$ cat config.mk
export PLATFORM = sky130hd
export DESIGN_NAME = alu8_sliced
export DESIGN_NICKNAME = d
export VERILOG_FILES = /design/src/rtl/alu_slice_pkg.sv /design/src/rtl/alu_op_decode.sv /design/src/rtl/alu_operand_gate.sv /design/src/rtl/alu_bit_slice.sv /design/src/rtl/alu8_sliced.sv
export SDC_FILE = /design/constraint.sdc
export NUM_CORES = 1
export LEC_CHECK = 0
export ABC_AREA = 1
export BUFFER_PORTS_ARGS = -buffer_cell sky130_fd_sc_hd__buf_2
export CAP_MARGIN = 10
export CORE_ASPECT_RATIO = 0.75
export CORE_MARGIN = 2
export CORE_UTILIZATION = 50
export DETAILED_ROUTE_END_ITERATION = 8
export PLACE_DENSITY_LB_ADDON = 0.08
export SYNTH_ARGS = -nofsm -noshare
export SYNTH_HDL_FRONTEND = slang
export SYNTH_HIERARCHICAL = 1
export SYNTH_SLANG_ARGS = --single-unit
$ cat constraint.sdc
create_clock -name vclk -period 4.35
set_clock_uncertainty 0.05 [all_clocks]
set_input_delay 0.2175 -clock vclk [all_inputs]
set_output_delay 0.2175 -clock vclk [all_outputs]
set_load 0.02 [all_outputs]
$ cat src/rtl/alu_slice_pkg.sv
// Package alu_slice_pkg
// Holds the shared widths and the operation encoding used by the sliced ALU.
// Assumes the four-operation set; the select vector is indexed by the enum value.
package alu_slice_pkg;
    localparam int FN_W   = 2;
    localparam int N_OPS  = 1 << FN_W;

    typedef enum logic [FN_W-1:0] {
        OP_AND  = 2'b00,
        OP_OR   = 2'b01,
        OP_NOTB = 2'b10,
        OP_ADD  = 2'b11
    } alu_op_e;
endpackage

$ cat src/rtl/alu_op_decode.sv
// Module alu_op_decode
// Expands the operation code into one select line per operation.
// Assumes every code value maps to an operation, so exactly one line is high.
module alu_op_decode
    import alu_slice_pkg::*;
(
    input  logic [FN_W-1:0]  code,
    output logic [N_OPS-1:0] sel
);
    // One-hot expansion of the operation code
    always_comb begin
        for (int i = 0; i < N_OPS; i++) begin
            sel[i] = (code == FN_W'(i));
        end
    end
endmodule

$ cat src/rtl/alu_operand_gate.sv
// Module alu_operand_gate
// Passes an operand unchanged when enabled and presents zero when disabled.
// Assumes the enable is a static level during the evaluation.
module alu_operand_gate #(
    parameter int WIDTH = 8
) (
    input  logic [WIDTH-1:0] din,
    input  logic             en,
    output logic [WIDTH-1:0] dout
);
    // AND every bit with the enable
    always_comb begin
        dout = din & {WIDTH{en}};
    end
endmodule

$ cat src/rtl/alu_bit_slice.sv
// Module alu_bit_slice
// One bit of the ALU: logic functions and a full adder, chosen by one-hot selects.
// Assumes sel is one-hot; the carry-out is forced low unless addition is selected.
module alu_bit_slice
    import alu_slice_pkg::*;
(
    input  logic             a,
    input  logic             b,
    input  logic             cin,
    input  logic [N_OPS-1:0] sel,
    output logic             y,
    output logic             cout
);
    logic sum_bit;
    logic maj_bit;

    // Full-adder terms
    always_comb begin
        sum_bit = a ^ b ^ cin;
        maj_bit = (a & b) | (a & cin) | (b & cin);
    end

    // Select the output bit and qualify the carry
    always_comb begin
        y = (sel[OP_AND]  & (a & b))
          | (sel[OP_OR]   & (a | b))
          | (sel[OP_NOTB] & ~b)
          | (sel[OP_ADD]  & sum_bit);
        cout = sel[OP_ADD] & maj_bit;
    end
endmodule

$ cat src/rtl/alu8_sliced.sv
// Module alu8_sliced
// Top of the ripple-carry ALU: operand gating, operation decode, and a chain
// of identical one-bit slices. Purely combinational; no clock and no state.
// Assumes the caller registers the outputs if timing needs it.
module alu8_sliced
    import alu_slice_pkg::*;
#(
    parameter int WIDTH = 8
) (
    input  logic [WIDTH-1:0] a_in,
    input  logic [WIDTH-1:0] b_in,
    input  logic [1:0]       fn_code,
    input  logic             a_en,
    input  logic             b_en,
    input  logic             inc_in,
    output logic [WIDTH-1:0] result,
    output logic             carry_out
);
    localparam int CHAIN_W = WIDTH + 1;

    logic [WIDTH-1:0]   a_gated;
    logic [WIDTH-1:0]   b_gated;
    logic [N_OPS-1:0]   sel_vec;
    logic [CHAIN_W-1:0] carry_chain;

    alu_operand_gate #(.WIDTH(WIDTH)) u_gate_a (.din(a_in), .en(a_en), .dout(a_gated));
    alu_operand_gate #(.WIDTH(WIDTH)) u_gate_b (.din(b_in), .en(b_en), .dout(b_gated));

    alu_op_decode u_decode (.code(fn_code), .sel(sel_vec));

    // Increment input enters the bottom of the chain
    always_comb begin
        carry_chain[0] = inc_in;
    end

    generate
        for (genvar g = 0; g < WIDTH; g++) begin : g_slice
            alu_bit_slice u_slice (
                .a    (a_gated[g]),
                .b    (b_gated[g]),
                .cin  (carry_chain[g]),
                .sel  (sel_vec),
                .y    (result[g]),
                .cout (carry_chain[g+1])
            );
        end
    endgenerate

    // Carry leaving the top slice
    always_comb begin
        carry_out = carry_chain[WIDTH];
    end
endmodule

# Word level (Yosys, flattened, before mapping)
# Cells that the tools add are included.
dict set report word_totals {
  output_inout_bits 9
  word_cells 142
  ram_bits 0
  latch_bits 0
  in_bits 21
  n_memories 0
  rom_bits 0
  reg_bits 0
}
dict set report classes {
  bitwise_logic 138
  eq_ne 3
  magnitude_cmp 0
  n_div 0
  addsub 0
  shift 0
  mux 0
  mul 0
  n_reduce_logical 1
}
# op count
set op_table {}
lappend op_table {{1-bit AND} 64}
lappend op_table {{1-bit OR} 48}
lappend op_table {{8-bit AND} 2}
lappend op_table {{1-bit bitwise XOR} 16}
lappend op_table {{1-bit NOT} 8}
lappend op_table {{2-bit equality test, second input constant} 2}
lappend op_table {{2-bit by 1-bit equality test with 1-bit output, second input constant} 1}
lappend op_table {{2-bit zero test} 1}

# Logic depth before layout (Yosys ltp)
# Gate-level depths: netlist of the first run.
dict set report depth {
  ltp_word 33
  depth_mapped 29
}

# Cells and area by module
# Netlist of the first run, hierarchy kept.
# module area_each_um2 n_inst cells_each
set modules_own_cells {}
lappend modules_own_cells {alu_bit_slice 101.3 8 18}
lappend modules_own_cells {alu_operand_gate 65.1 2 17}
lappend modules_own_cells {alu_op_decode 26.3 1 7}

# Worst setup path after synthesis of the first run
# OpenSTA, ideal clock, no wires.
dict set report synth_timing {
  path_type {in2out}
  from {input port a_en}
  to {output port result[7]}
  setup_slack_ns -0.371
  path_buffers 1
  t_arrival_ns 4.454
  required_time_ns 4.083
  stages 29
  cell_sequence {buf_2 -> nand2_1 -> inv_1 -> fa_1 -> nand2_1 -> inv_1 -> fa_1 -> nand2_1 -> inv_1 -> fa_1 -> nand2_1 -> inv_1 -> fa_1 -> nand2_1 -> inv_1 -> fa_1 -> nand2_1 -> inv_1 -> fa_1 -> nand2_1 -> inv_1 -> fa_1 -> nand2_1 -> inv_1 -> fa_1 -> nand2_1 -> inv_1 -> nor2_1 -> nand2_1}
}
dict set report synth_via {
  elab_chain_len 32
}
# item line
set synth_lines {}
lappend synth_lines {{start, declared} alu8_sliced.sv:13} ;# input logic a_en,
lappend synth_lines {{8-bit AND (*)} alu_operand_gate.sv:13} ;# dout = din & {WIDTH{en}};
lappend synth_lines {{named net a_gated[0]} alu8_sliced.sv:21} ;# logic [WIDTH-1:0] a_gated;
lappend synth_lines {{1-bit AND} alu_bit_slice.sv:20} ;# maj_bit = (a & b) | (a & cin) | (b & cin);
lappend synth_lines {{1-bit OR (*) (2 in series)} alu_bit_slice.sv:20}
lappend synth_lines {{1-bit AND (*)} alu_bit_slice.sv:29} ;# cout = sel[OP_ADD] & maj_bit;
lappend synth_lines {{named net carry_chain[1]} alu8_sliced.sv:24} ;# logic [CHAIN_W-1:0] carry_chain;
lappend synth_lines {{1-bit AND} alu_bit_slice.sv:20}
lappend synth_lines {{1-bit OR} alu_bit_slice.sv:20}
lappend synth_lines {{(+2 left out)} -}
lappend synth_lines {{named net carry_chain[2]} alu8_sliced.sv:24}
lappend synth_lines {{(+4 left out)} -}
lappend synth_lines {{named net carry_chain[3]} alu8_sliced.sv:24}
lappend synth_lines {{(+4 left out)} -}
lappend synth_lines {{named net carry_chain[4]} alu8_sliced.sv:24}
lappend synth_lines {{(+4 left out)} -}
lappend synth_lines {{named net carry_chain[5]} alu8_sliced.sv:24}
lappend synth_lines {{(+4 left out)} -}
lappend synth_lines {{named net carry_chain[6]} alu8_sliced.sv:24}
lappend synth_lines {{1-bit AND} alu_bit_slice.sv:20}
lappend synth_lines {{1-bit OR} alu_bit_slice.sv:20}
lappend synth_lines {{1-bit OR (*)} alu_bit_slice.sv:20}
lappend synth_lines {{1-bit AND (*)} alu_bit_slice.sv:29}
lappend synth_lines {{named net carry_chain[7]} alu8_sliced.sv:24}
lappend synth_lines {{1-bit bitwise XOR (*)} alu_bit_slice.sv:19} ;# sum_bit = a ^ b ^ cin;
lappend synth_lines {{1-bit AND (*)} alu_bit_slice.sv:28} ;# | (sel[OP_ADD] & sum_bit);
lappend synth_lines {{1-bit OR (*)} alu_bit_slice.sv:28}
lappend synth_lines {{end, declared} alu8_sliced.sv:16} ;# output logic [WIDTH-1:0] result,
# Mark *: on every way through the listed nets, which the timed path passes. The rest lies on a longest branch.

# Worst setup path in the final report of the first run
dict set report layout_timing {
  from {input port b_in[0]}
  to {output port result[7]}
}
dict set report layout_via {
  elab_chain_len 32
}
# item line
set layout_lines {}
lappend layout_lines {{start, declared} alu8_sliced.sv:11} ;# input logic [WIDTH-1:0] b_in,
lappend layout_lines {{8-bit AND (*)} alu_operand_gate.sv:13}
lappend layout_lines {{named net b_gated[0]} alu8_sliced.sv:22} ;# logic [WIDTH-1:0] b_gated;
lappend layout_lines {{1-bit AND} alu_bit_slice.sv:20}
lappend layout_lines {{1-bit OR} alu_bit_slice.sv:20}
lappend layout_lines {{1-bit OR (*)} alu_bit_slice.sv:20}
lappend layout_lines {{1-bit AND (*)} alu_bit_slice.sv:29}
lappend layout_lines {{named net carry_chain[1]} alu8_sliced.sv:24}
lappend layout_lines {{1-bit AND} alu_bit_slice.sv:20}
lappend layout_lines {{(+3 left out)} -}
lappend layout_lines {{named net carry_chain[2]} alu8_sliced.sv:24}
lappend layout_lines {{(+4 left out)} -}
lappend layout_lines {{named net carry_chain[3]} alu8_sliced.sv:24}
lappend layout_lines {{(+4 left out)} -}
lappend layout_lines {{named net carry_chain[4]} alu8_sliced.sv:24}
lappend layout_lines {{(+4 left out)} -}
lappend layout_lines {{named net carry_chain[5]} alu8_sliced.sv:24}
lappend layout_lines {{(+4 left out)} -}
lappend layout_lines {{named net carry_chain[6]} alu8_sliced.sv:24}
lappend layout_lines {{1-bit AND} alu_bit_slice.sv:20}
lappend layout_lines {{1-bit OR} alu_bit_slice.sv:20}
lappend layout_lines {{1-bit OR (*)} alu_bit_slice.sv:20}
lappend layout_lines {{1-bit AND (*)} alu_bit_slice.sv:29}
lappend layout_lines {{named net carry_chain[7]} alu8_sliced.sv:24}
lappend layout_lines {{1-bit bitwise XOR (*)} alu_bit_slice.sv:19}
lappend layout_lines {{1-bit AND (*)} alu_bit_slice.sv:28}
lappend layout_lines {{1-bit OR (*)} alu_bit_slice.sv:28}
# Marks and branches as above.

==> metrics.txt, run 1 <==
# TYPE chip_impl_metric gauge
chip_impl_metric{name="setup-tns-final",unit="ns"} -0.1957
chip_impl_metric{name="global_routing_usage_on_met1",unit="%"} 25.43
chip_impl_metric{name="die_y",unit="um"} 42.09
chip_impl_metric{name="synth-seq-area-share",unit="%"} 0
chip_impl_metric{name="initial_utilization",unit="%"} 54.55
chip_impl_metric{name="yosys.area_share.simple",unit="%"} 32.60
chip_impl_metric{name="place_area",unit="um2"} 1212
chip_impl_metric{name="slew_headroom",unit="%"} 54.31
chip_impl_metric{name="synthesized_area",unit="um2"} 967.2
chip_impl_metric{name="syn2layout_area_growth",unit="%"} 29.88
chip_impl_info{name="synth_top_area_cell",value="inv_1"} 1
chip_impl_metric{name="timing_hold_violations_final",unit=""} 0
chip_impl_metric{name="synthesis.instances",unit=""} 185
chip_impl_metric{name="timing.max_cap.violations",unit=""} 0
chip_impl_metric{name="min_period_over_period",unit="%"} 104.5
chip_impl_metric{name="worstPathMaxFanout",unit=""} 2
chip_impl_info{name="grt-busiest-layer",value="met2"} 1
chip_impl_metric{name="postSynthNetCount",unit=""} 230
chip_impl_metric{name="max_fclk",unit="MHz"} 220.0
chip_impl_metric{name="yosys.area_share.xor_xnor",unit="%"} 0
chip_impl_info{name="synth.area.top_cells",value="inv_1 (29%), ha_1 (21%), nand2_1 (19%), fa_1 (17%), nor2_1 (14%)"} 1
chip_impl_metric{name="worst_pin_slew",unit="ns"} 0.6828
chip_impl_metric{name="filler_cell_count",unit=""} 156
chip_impl_metric{name="hold_slack",unit="ns"} 0.9713
chip_impl_metric{name="multi_input_area",unit="um2"} 713.2
chip_impl_metric{name="synth.yosys.warnings",unit=""} 6
chip_impl_info{name="run_status",value="complete, but fails checks"} 1
chip_impl_metric{name="grt_overflow_total",unit=""} 0
chip_impl_metric{name="fraction_of_synthesized_cell_area_taken_by_the_top_area_cell_type",unit="%"} 29.11
chip_impl_metric{name="synth_compound_area_share",unit="%"} 0
chip_impl_info{name="hp-start",value="b_in[5]"} 1
chip_impl_info{name="type_of_element_capturing_the_critical_path",value="output port"} 1
chip_impl_metric{name="critPathMaxStageDelay",unit="ns"} 0.51
chip_impl_metric{name="globalplace.congestion",unit=""} 0.7817
chip_impl_info{name="worst_path_max_delay_cell",value="fa_2"} 1
chip_impl_metric{name="slew_viol_final",unit=""} 0
chip_impl_metric{name="cts_setup_buffers",unit=""} 0
chip_impl_metric{name="p_total",unit="mW"} 0.09938
chip_impl_metric{name="synth.mux.area_fraction",unit="%"} 0
chip_impl_metric{name="design.die.area",unit="um2"} 2306
chip_impl_info{name="cp_common_cell",value="fa_2"} 1
chip_impl_metric{name="first_iter_violations",unit=""} 29
chip_impl_metric{name="insertedDiodeCount",unit=""} 0
chip_impl_metric{name="via_count",unit=""} 1042
chip_impl_info{name="worstSetupPathType",value="in2out"} 1
chip_impl_metric{name="finalWorstPathRequiredPeriod",unit="ns"} 4.546
chip_impl_metric{name="arrival_time_at_the_worst_endpoint",unit="ns"} 4.28
chip_impl_metric{name="grt_util_all_layers",unit="%"} 21.63
chip_impl_metric{name="post_route_cells_drive_above_1_share",unit="%"} 26.36
chip_impl_metric{name="grt_start_max_net_pins",unit=""} 16
chip_impl_metric{name="finalInstanceArea",unit="um2"} 1256
chip_impl_metric{name="regArea",unit="um2"} 0
chip_impl_metric{name="post-place-ws",unit="ns"} -0.3015
chip_impl_metric{name="vdd_ir_drop_max",unit="V"} 0.00005634
chip_impl_metric{name="number_of_placed_i_o_pins",unit=""} 30
chip_impl_info{name="hold_path_class",value="in2out"} 1
chip_impl_metric{name="setup_viol_count_final",unit=""} 1
chip_impl_metric{name="critPathRequiredTime",unit="ns"} 4.08
chip_impl_metric{name="drc_markers",unit=""} 0
chip_impl_metric{name="drt-vias-per-instance",unit=""} 4.306
chip_impl_metric{name="detail_route.first_pass.iterations",unit=""} 4
chip_impl_metric{name="io_buffer_count",unit=""} 30
chip_impl_metric{name="synth_fa_ha_area_share",unit="%"} 37.26
chip_impl_metric{name="final_critical_path_setup_slack",unit="ns"} -0.1957
chip_impl_metric{name="die-width",unit="um"} 54.79
chip_impl_metric{name="synth_area_per_cell",unit="um2"} 5.228
chip_impl_metric{name="synth_cell_types",unit=""} 6
chip_impl_info{name="synth_top_family_by_area",value="adder cells"} 1
chip_impl_info{name="cp-startpoint",value="b_in[0]"} 1
chip_impl_metric{name="detail_route.wl_per_cell",unit="um"} 9.430
chip_impl_metric{name="met3_usage",unit="%"} 0.3571
chip_impl_metric{name="core_area",unit="um2"} 1773
chip_impl_metric{name="nClkBuffers",unit=""} 0
chip_impl_metric{name="wire_length_reported_by_the_detailed_router",unit="um"} 2282
chip_impl_metric{name="row_count",unit=""} 13
chip_impl_metric{name="fin_nets",unit=""} 267
chip_impl_metric{name="antenna_found_initial",unit=""} 0
chip_impl_metric{name="pwr_density_cell",unit="nW/um2"} 79.11
chip_impl_metric{name="detailedPlacementHpwl",unit="um"} 1914
chip_impl_metric{name="ant_nets",unit=""} 0
chip_impl_info{name="timing.critical_path.from_type",value="input port"} 1
chip_impl_info{name="grt_setup_unrepaired",value="yes"} 1
chip_impl_metric{name="seq_cells",unit=""} 0
chip_impl_metric{name="use_met2",unit="%"} 40.24
chip_impl_info{name="failed_checks",value="setup timing"} 1
chip_impl_metric{name="grt_pass1_wl",unit="um"} 3801
chip_impl_metric{name="cellLeakagePower",unit="nW"} 0.9768
chip_impl_metric{name="first_global_vias",unit=""} 958
[critical path: cells and delay by family]
kind | cells | cell delay [ns]
adder cells (fa/ha/maj) | 8 | 2.79
buffers and inverters | 11 | 0.59
AND/OR/NAND/NOR | 11 | 0.65
[cells in the mapped netlist]
cell type   n
nor2_1     35
nand2_1    49
buf_2       2
ha_1       16
fa_1        8
inv_1      75
[power breakdown]
part,switching [mW],total (mW),internal (mW)
clock network,0,0,0
registers,0,0,0
logic,0.0600,0.0994,0.0394
total,0.0600,0.0994,0.0394
[cell families (layout without fill, tap and decap cells)]
group / count (synthesis) / in the layout
fa+ha+maj: 24 / 24
buf+inv: 77 / 112
simple gates: 84 / 84
[worst paths after layout]
check / endpoint / cells after the start
worst max-delay path: result[7] / 30
worst min-delay path: result[5] / 7
[stage by stage]
stage	utilization [%]	std cells
floorplan	-	185
global placement	68.38	242
detailed placement	68.38	242
CTS	70.43	242
global route	70.85	242
finish	70.85	242
[area by class of cell]
| cell class | count | area share [%] |
|---|---|---|
| Timing Repair Buffer | 37 | 18.63 |
| Inverter | 75 | 22.41 |
| Tap cell | 22 | 2.191 |
| Multi-Input combinational cell | 108 | 56.77 |
[layer usage]
| layer | part of all wire [%] | routed length (um) |
|---|---|---|
| met1 | 40 | 907 |
| met2 | 52 | 1186 |
| met3 | 6.0 | 138 |
| met4 | 2.1 | 49 |
| met5 | 0 | 0 |
[cell usage in the layout, fill, tap and decap left out]
| master | count |
|---|---|
| nand2_2 | 6 |
| buf_6 | 5 |
| fa_2 | 8 |
| buf_4 | 7 |
| inv_1 | 69 |
| inv_2 | 6 |
| nor2_2 | 1 |
| nor2_1 | 34 |
| nand2_1 | 43 |
| ha_1 | 16 |
| buf_2 | 25 |
[what timing repair did]
action | in CTS | in global routing
gates resized for setup | 11 | 5
endpoints found under the setup margin | 2 | 3
hold buffers | 0 | 0
pin swaps | 6 | 2
Note: power is estimated with default switching activity, not from simulation.
==> run 2, diff against run 1 <==
CORE_ASPECT_RATIO = default   (was 0.75)
CORE_UTILIZATION = 59   (was 50)
clock period = 5.38 ns   (was 4.35 ns; I/O delays follow)
==> metrics.txt, run 2 (synthesis gave the netlist of run 1 again) <==
# TYPE chip_impl_metric gauge
chip_impl_metric{name="max_fclk",unit="MHz"} 197.8
chip_impl_metric{name="die_y",unit="um"} 44.49
chip_impl_metric{name="first_global_vias",unit=""} 727
chip_impl_info{name="grt_setup_unrepaired",value="no"} 1
chip_impl_metric{name="critPathMaxStageDelay",unit="ns"} 0.42
chip_impl_metric{name="drt-vias-per-instance",unit=""} 3.991
chip_impl_metric{name="io_buffer_count",unit=""} 30
chip_impl_metric{name="multi_input_area",unit="um2"} 675.6
chip_impl_metric{name="timing.max_cap.violations",unit=""} 0
chip_impl_metric{name="fin_nets",unit=""} 261
chip_impl_metric{name="number_of_placed_i_o_pins",unit=""} 30
chip_impl_metric{name="slew_viol_final",unit=""} 0
chip_impl_metric{name="setup_viol_count_final",unit=""} 0
chip_impl_metric{name="syn2layout_area_growth",unit="%"} 17.34
chip_impl_metric{name="first_iter_violations",unit=""} 8
chip_impl_metric{name="min_period_over_period",unit="%"} 93.98
chip_impl_metric{name="via_count",unit=""} 918
chip_impl_metric{name="cts_setup_buffers",unit=""} 0
chip_impl_info{name="timing.critical_path.from_type",value="input port"} 1
chip_impl_metric{name="detail_route.wl_per_cell",unit="um"} 7.500
chip_impl_info{name="cp_common_cell",value="nand2_1"} 1
chip_impl_metric{name="arrival_time_at_the_worst_endpoint",unit="ns"} 4.74
chip_impl_metric{name="filler_cell_count",unit=""} 152
chip_impl_metric{name="design.die.area",unit="um2"} 1979
chip_impl_metric{name="setup-tns-final",unit="ns"} 0
chip_impl_metric{name="row_count",unit=""} 14
chip_impl_metric{name="globalplace.congestion",unit=""} 0.7291
chip_impl_metric{name="grt_pass1_wl",unit="um"} 2911
chip_impl_metric{name="antenna_found_initial",unit=""} 0
chip_impl_metric{name="vdd_ir_drop_max",unit="V"} 0.00004021
chip_impl_metric{name="insertedDiodeCount",unit=""} 0
chip_impl_metric{name="power.share.switching",unit="%"} 63.44
chip_impl_metric{name="timing_hold_violations_final",unit=""} 0
chip_impl_metric{name="cellLeakagePower",unit="nW"} 0.9616
chip_impl_metric{name="detail_route.first_pass.iterations",unit=""} 4
chip_impl_info{name="worst_path_max_delay_cell",value="fa_1"} 1
chip_impl_metric{name="worst_pin_slew",unit="ns"} 0.6284
chip_impl_metric{name="power_frac_seq",unit="%"} 0
chip_impl_metric{name="critPathRequiredTime",unit="ns"} 5.06
chip_impl_metric{name="die-width",unit="um"} 44.49
chip_impl_metric{name="resized_after_cts",unit=""} 0
chip_impl_info{name="type_of_element_capturing_the_critical_path",value="output port"} 1
chip_impl_metric{name="hold_slack",unit="ns"} 1.041
chip_impl_metric{name="drc_markers",unit=""} 0
chip_impl_info{name="worstSetupPathType",value="in2out"} 1
chip_impl_metric{name="initial_utilization",unit="%"} 63.46
chip_impl_metric{name="power.internal",unit="mW"} 0.02479
chip_impl_info{name="layout.cells.most_common_list",value="inv_1 (75), nand2_1 (49), nor2_1 (35)"} 1
chip_impl_metric{name="nClkBuffers",unit=""} 0
chip_impl_metric{name="p_switching",unit="mW"} 0.04301
chip_impl_metric{name="grt_overflow_total",unit=""} 0
chip_impl_metric{name="core_area",unit="um2"} 1524
chip_impl_metric{name="ant_nets",unit=""} 0
chip_impl_info{name="hold_path_class",value="in2out"} 1
chip_impl_metric{name="comb_power_share",unit="%"} 100.0
chip_impl_metric{name="pwr_density_cell",unit="nW/um2"} 59.74
chip_impl_metric{name="seq_cells",unit=""} 0
chip_impl_metric{name="clkPwrFrac",unit="%"} 0
chip_impl_metric{name="grt_util_all_layers",unit="%"} 18.66
chip_impl_metric{name="hold_fix_buffers_at_cts",unit=""} 0
chip_impl_metric{name="post_route_cells_drive_above_1_share",unit="%"} 14.49
chip_impl_info{name="run_status",value="finished clean"} 1
chip_impl_metric{name="wire_length_reported_by_the_detailed_router",unit="um"} 1725
chip_impl_metric{name="grt_start_max_net_pins",unit=""} 16
chip_impl_metric{name="detailedPlacementHpwl",unit="um"} 1415
chip_impl_metric{name="finalWorstPathRequiredPeriod",unit="ns"} 5.056
chip_impl_metric{name="slew_headroom",unit="%"} 57.96
chip_impl_metric{name="regArea",unit="um2"} 0
chip_impl_info{name="layout.cells.most_common",value="inv_1"} 1
chip_impl_metric{name="worstPathMaxFanout",unit=""} 8
run 2: routing by layer:
layer  vias up  part of all wire [%]  track usage (%)
met5         -                     0                0
met4         0                     0                0
met3         0                   2.8                0
met2        15                    50            32.75
met1       367                    47            27.25
li1        536                     -                -
run 2: worst paths after layout:
check / end / cells past startpoint / start
hold / removal: result[0] / 7 / inc_in
setup / recovery: result[7] / 30 / a_en
run 2: final cells by class:
type / instances / share of cell area [%]
Timing Repair Buffer: 31 / 13.89
Multi-Input combinational cell: 108 / 59.54
Inverter: 75 / 24.81
Tap cell: 16 / 1.764
run 2: power by group through the flow:
stage          combinational (mW)  clock [mW]  sequential (mW)
2_1_floorplan              0.0469           0                0
4_1_cts                    0.0689           0                0
3_3_place_gp               0.0664           0                0
5_1_grt                    0.0783           0                0
6_report                   0.0678           0                0
3_5_place_dp               0.0686           0                0
run 2: critical path, delay by kind of cell:
family,cells,cell delay [ns]
adders and majority gates,8,2.95
and+or+nand+nor,11,0.78
buffers and inverters,11,0.75
run 2: through the flow:
stage | instance area (um2) | worst slack, ns | total power [mW] | utilization [%] | cells
6_report | 1135 | 0.3241 | 0.06779 | 74.47 | 230
2_1_floorplan | 967.2 | 0.5555 | 0.04689 | - | 185
3_3_place_gp | 1135 | 0.3427 | 0.06642 | 74.47 | 230
4_1_cts | 1135 | 0.2872 | 0.06890 | 74.47 | 230
3_5_place_dp | 1135 | 0.2982 | 0.06860 | 74.47 | 230
5_1_grt | 1135 | 0.01524 | 0.07830 | 74.47 | 230
==> run 3, diff against run 2 <==
CORE_MARGIN = 3   (was 2)
==> metrics.txt, run 3 (synthesis gave the netlist of run 1 again) <==
# TYPE chip_impl_metric gauge
chip_impl_info{name="run_status",value="finished clean"} 1
chip_impl_info{name="grt_setup_unrepaired",value="no"} 1
chip_impl_metric{name="drc_markers",unit=""} 0
chip_impl_metric{name="cts_setup_buffers",unit=""} 0
chip_impl_metric{name="insertedDiodeCount",unit=""} 0
chip_impl_info{name="worstSetupPathType",value="in2out"} 1
chip_impl_metric{name="globalplace.congestion",unit=""} 0.7386
chip_impl_metric{name="syn2layout_area_growth",unit="%"} 17.21
chip_impl_metric{name="row_count",unit=""} 13
chip_impl_metric{name="initial_utilization",unit="%"} 68.35
chip_impl_metric{name="die_y",unit="um"} 46.49
chip_impl_metric{name="grt_util_all_layers",unit="%"} 19.33
chip_impl_metric{name="finalWorstPathRequiredPeriod",unit="ns"} 5.060
chip_impl_metric{name="design.die.area",unit="um2"} 2161
chip_impl_metric{name="grt_pass1_wl",unit="um"} 3160
chip_impl_metric{name="min_period_over_period",unit="%"} 94.05
chip_impl_info{name="cp_common_cell",value="nand2_1"} 1
chip_impl_metric{name="slew_headroom",unit="%"} 55.32
chip_impl_metric{name="final_core_util",unit="%"} 80.11
chip_impl_metric{name="hold_fix_buffers_at_cts",unit=""} 0
chip_impl_metric{name="first_iter_violations",unit=""} 8
chip_impl_metric{name="met3_usage",unit="%"} 0
chip_impl_info{name="layout.cells.most_common_list",value="inv_1 (75), nand2_1 (49), nor2_1 (35)"} 1
chip_impl_metric{name="ant_nets",unit=""} 0
chip_impl_metric{name="nClkBuffers",unit=""} 0
chip_impl_metric{name="worstPathMaxFanout",unit=""} 8
chip_impl_info{name="hold_path_class",value="in2out"} 1
chip_impl_metric{name="seq_cells",unit=""} 0
chip_impl_metric{name="fin_nets",unit=""} 261
chip_impl_metric{name="critPathRequiredTime",unit="ns"} 5.06
chip_impl_info{name="worst_path_max_delay_cell",value="fa_1"} 1
chip_impl_metric{name="drt-vias-per-instance",unit=""} 4.175
chip_impl_metric{name="pwr_density_cell",unit="nW/um2"} 60.54
chip_impl_metric{name="core_area",unit="um2"} 1415
chip_impl_metric{name="use_met2",unit="%"} 37.91
chip_impl_info{name="grt-busiest-layer",value="met2"} 1
chip_impl_metric{name="first_global_vias",unit=""} 818
chip_impl_metric{name="cellLeakagePower",unit="nW"} 0.9616
chip_impl_metric{name="setup_viol_count_final",unit=""} 0
chip_impl_metric{name="die-width",unit="um"} 46.49
chip_impl_info{name="type_of_element_capturing_the_critical_path",value="output port"} 1
chip_impl_metric{name="setup-tns-final",unit="ns"} 0
chip_impl_metric{name="global_routing_usage_on_met1",unit="%"} 24.65
chip_impl_info{name="timing.critical_path.from_type",value="input port"} 1
chip_impl_metric{name="number_of_placed_i_o_pins",unit=""} 30
chip_impl_metric{name="post_route_cells_drive_above_1_share",unit="%"} 14.49
chip_impl_metric{name="critPathMaxStageDelay",unit="ns"} 0.42
chip_impl_metric{name="resized_after_cts",unit=""} 0
chip_impl_metric{name="vdd_ir_drop_max",unit="V"} 0.00004318
chip_impl_metric{name="timing_hold_violations_final",unit=""} 0
chip_impl_metric{name="regArea",unit="um2"} 0
chip_impl_metric{name="via_count",unit=""} 956
chip_impl_metric{name="detail_route.wl_per_cell",unit="um"} 8.057
chip_impl_metric{name="worst_pin_slew",unit="ns"} 0.6677
chip_impl_metric{name="detailedPlacementHpwl",unit="um"} 1543
chip_impl_metric{name="detail_route.first_pass.iterations",unit=""} 2
chip_impl_metric{name="slew_viol_final",unit=""} 0
chip_impl_metric{name="timing.max_cap.violations",unit=""} 0
chip_impl_metric{name="wire_length_reported_by_the_detailed_router",unit="um"} 1845
chip_impl_info{name="layout.cells.most_common",value="inv_1"} 1
chip_impl_metric{name="grt_overflow_total",unit=""} 0
chip_impl_metric{name="max_fclk",unit="MHz"} 197.6
chip_impl_metric{name="antenna_found_initial",unit=""} 0
chip_impl_metric{name="arrival_time_at_the_worst_endpoint",unit="ns"} 4.74
chip_impl_metric{name="grt_start_max_net_pins",unit=""} 16
chip_impl_metric{name="io_buffer_count",unit=""} 30
==> run 3: cell counts in the layout (fill, tap and decap cells not counted) <==
No cell type changed its count.
==> run 3: power breakdown <==
| group | switching, mW | internal (mW) |
|---|---|---|
| registers | 0 | 0 |
| logic | 0.0437 | 0.0250 |
| clock network | 0 | 0 |
| total | 0.0437 | 0.0250 |
==> run 3: worst paths after layout <==
| kind | start | depth (start not counted) | end |
|---|---|---|---|
| worst max-delay path | a_en | 30 | result[7] |
| worst min-delay path | inc_in | 7 | result[0] |
==> run 3: critical path, delay by kind of cell <==
kind                     cells  cell delay [ns]
adder cells (fa/ha/maj)      8             2.97
buffers and inverters       11             0.73
AND/OR/NAND/NOR             11             0.78
==> run 3: layer usage <==
metal,wire (um),vias up
met4,0,0
met1,806,404
li1,-,536
met2,979,16
met3,59,0
met5,0,-
==> run 3: final cells by class <==
type / count / area (um2)
repair buffers: 31 / 157.7
well taps: 15 / 18.77
multi-input cells: 108 / 675.6
inverters: 75 / 281.5
fillers: 112 / 281.5
==> run 3: through the flow <==
stage / hold WS [ns] / cells / setup WS (ns) / instance area (um2) / power [mW]
6_report: 1.035 / 229 / 0.3201 / 1134 / 0.06863
5_1_grt: 1.111 / 229 / 0.02771 / 1134 / 0.07918
3_3_place_gp: 1.038 / 229 / 0.3799 / 1134 / 0.06650
3_5_place_dp: 1.038 / 229 / 0.3142 / 1134 / 0.06924
4_1_cts: 1.038 / 229 / 0.3054 / 1134 / 0.06954
2_1_floorplan: 0.8591 / 185 / 0.5555 / 967.2 / 0.04689
